## src/rtl/crtc_timing.sv

```systemverilog
module crtc_timing #(
  parameter int HW = 9,
  parameter int VW = 12
) (
  input  logic          clk,
  input  logic          rst_n,
  input  logic [7:0]    h_total_lo,
  input  logic [HW-9:0] h_total_hi,
  input  logic [7:0]    h_disp_last,
  input  logic [7:0]    h_sync_begin,
  input  logic [4:0]    h_sync_stop,
  input  logic [7:0]    v_total_lo,
  input  logic [VW-9:0] v_total_hi,
  input  logic [VW-1:0] v_disp_last,
  input  logic [VW-1:0] v_sync_begin,
  input  logic [3:0]    v_sync_stop,
  input  logic          interlace,
  output logic          hsync,
  output logic          hblank,
  output logic          vsync,
  output logic          vblank,
  output logic          disp_en,
  output logic [HW:0]   char_cnt,
  output logic [VW:0]   line_cnt
);
  localparam int CW = HW + 1;
  localparam int LW = VW + 1;

  logic [CW-1:0] h_last, h_disp, hc_nx;
  logic [LW-1:0] v_tot_raw, v_tot, v_last, v_disp, vs_eff, vc_nx;
  logic          h_wrap, v_wrap, v_end_hit;
  logic          hsync_q, hblank_q, vsync_q;

  assign h_last = CW'({h_total_hi, h_total_lo}) + CW'(4);
  assign h_disp = CW'(h_disp_last) + CW'(1);
  assign h_wrap = (char_cnt == h_last);
  assign hc_nx  = h_wrap ? '0 : char_cnt + CW'(1);

  assign v_tot_raw = LW'({v_total_hi, v_total_lo}) + LW'(2);
  assign v_tot     = interlace ? (v_tot_raw >> 1) : v_tot_raw;
  assign v_last    = v_tot - LW'(1);
  assign v_disp    = LW'(v_disp_last) + LW'(1);
  assign vs_eff    = interlace ? LW'(v_sync_begin >> 1) : LW'(v_sync_begin);
  assign v_wrap    = (line_cnt == v_last);
  assign vc_nx     = h_wrap ? (v_wrap ? '0 : line_cnt + LW'(1)) : line_cnt;
  assign v_end_hit = interlace ? (vc_nx[2:0] == v_sync_stop[3:1])
                               : (vc_nx[3:0] == v_sync_stop);

  always_ff @(posedge clk) begin
    if (!rst_n) begin
      char_cnt <= '0;
      line_cnt <= '0;
      hsync_q  <= 1'b0;
      hblank_q <= 1'b0;
      vsync_q  <= 1'b0;
    end else begin
      char_cnt <= hc_nx;
      line_cnt <= vc_nx;
      if (hc_nx == CW'(h_sync_begin))     hsync_q <= 1'b1;
      else if (hc_nx[4:0] == h_sync_stop) hsync_q <= 1'b0;
      if (hc_nx == h_disp)                hblank_q <= 1'b1;
      else if (hc_nx[5:0] == h_last[5:0]) hblank_q <= 1'b0;
      if (h_wrap) begin
        if (vc_nx == vs_eff)              vsync_q <= 1'b1;
        else if (v_end_hit)               vsync_q <= 1'b0;
      end
    end
  end

  assign hsync   = hsync_q;
  assign hblank  = hblank_q;
  assign vsync   = vsync_q;
  assign vblank  = (line_cnt >= v_disp);
  assign disp_en = (char_cnt < h_disp) && !vblank;
endmodule

```

## config.mk

```make
export PLATFORM = sky130hd
export DESIGN_NAME = crtc_timing
export DESIGN_NICKNAME = d
export VERILOG_FILES = /design/src/rtl/crtc_timing.sv
export SDC_FILE = /design/constraint.sdc
export NUM_CORES = 1
export LEC_CHECK = 0
export BUFFER_PORTS_ARGS = -buffer_cell sky130_fd_sc_hd__buf_2
export CAP_MARGIN = 0
export CORE_AREA = 2 2 67 133
export CTS_CLUSTER_SIZE = 24
export DETAILED_ROUTE_END_ITERATION = 10
export DIE_AREA = 0 0 69 135
export GPL_ROUTABILITY_DRIVEN = 0
export HOLD_SLACK_MARGIN = 0.05
export PLACE_DENSITY_LB_ADDON = 0.12
export SYNTH_ARGS = -nofsm -noshare
export SYNTH_HDL_FRONTEND = slang
export SYNTH_SLANG_ARGS = --single-unit
export TNS_END_PERCENT = 20
```

## constraint.sdc

```tcl
create_clock -name clk -period 5.73 [get_ports clk]
set_input_delay 0.8595 -clock clk [delete_from_list [all_inputs] [get_ports clk]]
set_output_delay 0.8595 -clock clk [all_outputs]
set_load 0.005 [all_outputs]
```

---- Yosys cells after proc, flatten, opt, wreduce, memory -nomap -nowiden ----
Cells that the tools add are included.
word-level totals
  output and inout bits ................... 28
  register bits after elaboration ......... 26
  word-level logic and storage cells ...... 41
  bits of input ports ..................... 73
cells by class
  order comparisons ....................... 2
  $add $sub $neg .......................... 7
  reduce and logical (&&, ||, !) cells .... 6
  equal/unequal tests ..................... 9
  mux-type cells .......................... 12
operator list
  kind                   number
  $mux 13                3
  $add 12x1->13 const B  1
  $add 12x2->13 const B  1
  $add 13x1->13 const B  1
  $eq 13x12->1           1
  $eq 13x13->1           1
  $ge 13x13->1           1
  $sub 13x1->13 const B  1
  $mux 12                1
  $add 10x1->10 const B  1
  $add 9x3->10 const B   1
  $eq 10x10->1           1
  $eq 10x8->1            1
  $eq 10x9->1            1
  $lt 10x9->1            1
  $mux 10                1
  $add 8x1->9 const B    1
  $mux 1                 7
  $eq 6x6->1             1
  $reduce_bool 2->1      3
  $eq 5x5->1             1
  $eq 4x4->1             1
  $eq 3x3->1             1
  $reduce_and 2->1       1
  2 further kinds        2

---- Depth between registers and ports, before layout ----
  depth in word-level cells ............... 10
  depth in mapped cells ................... 20
  depth with buffers taken out ............ 15

---- Least setup slack after synthesis ----
OpenSTA, ideal clock, no wires.
  path kind ............................... input-to-reg
  start point ............................. in interlace
  end point ............................... reg vsync_q, in the netlist vsync
  path buffers ............................ 4
  setup slack ............................. 756 ps
  stages .................................. 19
  data required time ...................... 5,600 ps
  library setup time ...................... 130 ps
  arrival time ............................ 4,843 ps
  path through ............................ buf_6 > clkbuf_1 > clkbuf_1 > clkbuf_1 > nor2_1 > a21oi_1 > ha_1 > inv_1 > or3_1 > o32a_1 > or3_1 > nand3_1 > xor2_1 > a2111oi_4 > o211ai_2 > mux2_4 > a2111o_1 > o311ai_1 > o31ai_1
on the way
  word-level cells in the longest chain between the ends .. 9
  elaborated cells between the ends (all ways) .. 13
  classes of those cells .................. add/sub: 1; eq/ne: 4; mux: 6; reduce/logical: 2
RTL lines
  item                                      line    RTL
  start: declaration                        17      input logic interlace,
  $mux 13                                   40      assign v_tot = interlace ? (v_tot_raw >> 1) : v_tot_raw;
  $sub 13x1->13                             41      assign v_last = v_tot - LW'(1);
  $eq 13x13->1                              44      assign v_wrap = (line_cnt == v_last);
  $mux 13 (2 in series)                     45      assign vc_nx = h_wrap ? (v_wrap ? '0 : line_cnt + LW'(1)) : line_cnt;
  $eq 4x4->1 or $eq 3x3->1 (tied branches)  47, 46
  $mux 1                                    46      assign v_end_hit = interlace ? (vc_nx[2:0] == v_sync_stop[3:1])
  $reduce_bool 2->1 (no source line)        n/a
  $reduce_and 2->1 (no source line)         n/a
  end signal: assignment                    55      vsync_q <= 1'b0;
  end signal: assignment                    64      if (vc_nx == vs_eff) vsync_q <= 1'b1;
  end signal: assignment                    65      else if (v_end_hit) vsync_q <= 1'b0;
  end: declaration                          32      logic hsync_q, hblank_q, vsync_q;
Parallel ways exist; a longest one is shown, timed or not.
A chain may end at the register's enable or synchronous reset.

---- Final worst setup path ----
Same ends and word-level chain as after synthesis.

==> impl_metrics.env <==
export IMPL_yosysTopAreaCellShare_pct=11.7
export IMPL_diodes=0
export IMPL_postCtsHoldBufs=0
export IMPL_dieWidth_um=69
export IMPL_dp_hpwl_mm=12.1
export IMPL_grt_use_total_pct=31.1
export IMPL_post_cts_buffers=0
export IMPL_finalPower_uw=605
export IMPL_ctsResizeCount=0
export IMPL_cts_buffer_depth=2
export IMPL_insertion_delay_ns=0.27
export IMPL_cp_slowest_cell="o211ai_2"
export IMPL_ant_nets=0
export IMPL_synth_edf_count=0
export IMPL_layout_drive_gt1_share_pct=19.8
export IMPL_drt_wirelength_per_cell_um=19.1
export IMPL_nFillCells=791
export IMPL_status="complete, no violations"
export IMPL_drc_errors=0
export IMPL_die_h_um=135
export IMPL_route_met3_wl_um=504
export IMPL_antenna_found_initial=0
export IMPL_drt_met1_wl_mm=4.75
export IMPL_htree_levels=1
export IMPL_pre_cts_ws_ns=0.646
export IMPL_io_buffer_count=100
export IMPL_final_instance_count_excl_fill=780
export IMPL_synth_area_leaders="dfxtp_1 (12%), xnor2_1 (10%), ha_1 (7.9%)"
export IMPL_nets=784
export IMPL_synth_main_ff_cell="dfxtp_1"
export IMPL_netlist_top_cells_count="nor2_1 (57), xnor2_1 (51), nand2_1 (45)"
export IMPL_critPathKind="input pin to flip-flop"
export IMPL_drtIter0Drc=186
export IMPL_peakVddDrop_mv=0.118
export IMPL_vias_per_cell=6.48
export IMPL_ys_async_sr_fraction_pct=0
export IMPL_path_delay_family="compound AO/OA/AOI/OAI gates"
export IMPL_die_area_um2=9320
export IMPL_rsz0062_at_grt="no"
export IMPL_clock_skew_ns=0.00309
export IMPL_critPathArrivalTime_ns=5.00
export IMPL_hold_path_class="flip-flop to flip-flop"
export IMPL_cts_sinks=26
export IMPL_start_kind="input pin"
export IMPL_met2_length_mm=8.40
export IMPL_syn_inst=603
export IMPL_finalHoldViolCount=0
export IMPL_post_route_period_util_pct=84.6
export IMPL_clkTransAtPathRegs_ns=0.07
export IMPL_synth_most_common_cell="nor2_1"
export IMPL_top_layer="met4"
export IMPL_max_freq_mhz=206
export IMPL_grt_max_degree=32
export IMPL_finalWorstSetupSlack_ns=0.880
export IMPL_path_max_fanout=31
export IMPL_crit_chain="buf_2 -> buf_4 -> nor2_1 -> a21oi_1 -> ha_1 -> inv_1 -> or3_1 -> o32a_1 -> or3_1 -> a21oi_1 -> o32a_1 -> o2111ai_1 -> o211ai_2 -> mux2_4 -> a2111o_1 -> o311ai_1 -> o31ai_1"
export IMPL_postSynthAreaPerCell_um2=7.39
export IMPL_critPathRequiredTime_ns=5.88
export IMPL_clock_root_buffer="clkbuf_16"
export IMPL_grt_pass1_wl_mm=23.5
export IMPL_rows=47
export IMPL_cts_tree="yes"
export IMPL_grt_pass1_vias=5058
export IMPL_ys_seq_area_share_pct=11.7
export IMPL_ys_warn_count=0
export IMPL_ys_types=81
export IMPL_path_buf_inv=3
export IMPL_io_pins=101
export IMPL_synth_top_cell_by_area="dfxtp_1"
export IMPL_finalSetupTns_ns=0
export IMPL_dpl_cell_count=776
export IMPL_post_route_min_period_ns=4.85
export IMPL_synth_area_um2=4460
export IMPL_drtPass1Iterations=5
export IMPL_relSlewSlack_pct=55.4
export IMPL_route_vias_total=5056
export IMPL_p_leak_uw=0.00214
export IMPL_p_per_area_nw_per_um2=120
export IMPL_cp_end_kind="flip-flop"
export IMPL_coreArea_um2=8230
export IMPL_ys_ff_latch=26
export IMPL_slowest_delay_ns=0.57
export IMPL_setup_violations=0
export IMPL_tightest_slew_ns=0.651
export IMPL_cts_buffers=3
export IMPL_cap_violations=0
export IMPL_drv_slew=0
export IMPL_start_util_pct=54.1
export IMPL_wirelength_mm=14.9
export IMPL_grt_ovfl_total=0
export IMPL_synth_fp_nets=704
export IMPL_area_growth_pct=12.9
[cells in the final DEF (no fill, tap or decap), types with 14 or more instances in the layout]
| cell type | synthesis | routed |
|---|---|---|
| nor2_1 | 57 | 57 |
| a21oi_1 | 27 | 27 |
| buf_2 | 5 | 100 |
| nand2_1 | 45 | 45 |
| xnor2_1 | 51 | 51 |
| nand4_1 | 18 | 18 |
| nor3_1 | 22 | 22 |
| o21ai_0 | 14 | 14 |
| inv_1 | 25 | 25 |
| dfxtp_1 | 26 | 26 |
| nand3_1 | 36 | 36 |
| xor2_1 | 35 | 35 |
| ha_1 | 28 | 28 |
[sequential cells by signal, summed over array words and instances (netlist names)]
signal / flops
vsync: 1
line_cnt: 13
hsync: 1
char_cnt: 10
hblank: 1
[path summary, 6_finish.rpt]
check | to | slack [ns] | from | cells after the start
setup / recovery | vsync | 0.88 | interlace | 17
hold / removal | hblank | 0.50 | hblank | 2
setup reg to reg | vsync | 1.80 | char_cnt[0] | 14
hold reg to reg | hblank | 0.50 | hblank | 2
[power by group]
part | switching, µW | leakage (µW) | total [µW] | internal, µW
logic | 142 | 0.00189 | 241 | 99.1
registers | 6.46 | 0.000210 | 189 | 183
clock network | 67.8 | 0.0000442 | 175 | 107
[logic make-up (layout without fill, tap and decap cells)]
family | count (synthesis) | after routing | share of synthesized area [%]
XOR/XNOR | 87 | 87 | 17.3
buffers and inverters | 55 | 134 | 6.04
AND/OR/NAND/NOR | 251 | 251 | 29.6
multiplexers | 19 | 19 | 4.55
AO/OA/AOI/OAI | 137 | 137 | 23.0
adder cells (fa/ha/maj) | 28 | 28 | 7.86
flip-flops | 26 | 26 | 11.7
[metal layers]
metal / vias up / global-route usage [%]
li1: 2406 / -
met1: 2353 / 26.3
met2: 212 / 63.6
met3: 85 / 2.01
met4: 0 / 24.9
met5: - / 0
[cell type report]
| cell class | instances | area (µm²) | share of cell area (%) |
|---|---|---|---|
| Multi-Input combinational cell | 522 | 3670 | 72.9 |
| Timing Repair Buffer | 105 | 538 | 10.7 |
| Sequential cell | 26 | 520 | 10.3 |
| Tap cell | 98 | 123 | 2.44 |
| Inverter | 25 | 93.8 | 1.87 |
| Clock buffer | 4 | 88.8 | 1.77 |
[worst min-delay path, delay by kind of cell (launching register included)]
kind	cells	cell delay (ns)
DFF	1	0.32
AOI/OAI and AO/OA	2	0.13
[metrics by stage]
stage	hold slack [ns]	area [µm²]	utilization, %
after global routing	0.550	5030	61.1
after detailed placement	0.492	4940	60.0
after floorplan	0.465	4460	-
after CTS	0.502	5030	61.1
after global placement	0.486	4940	60.0
final	0.497	5030	61.1
Note: power is estimated with default switching activity, not from simulation.
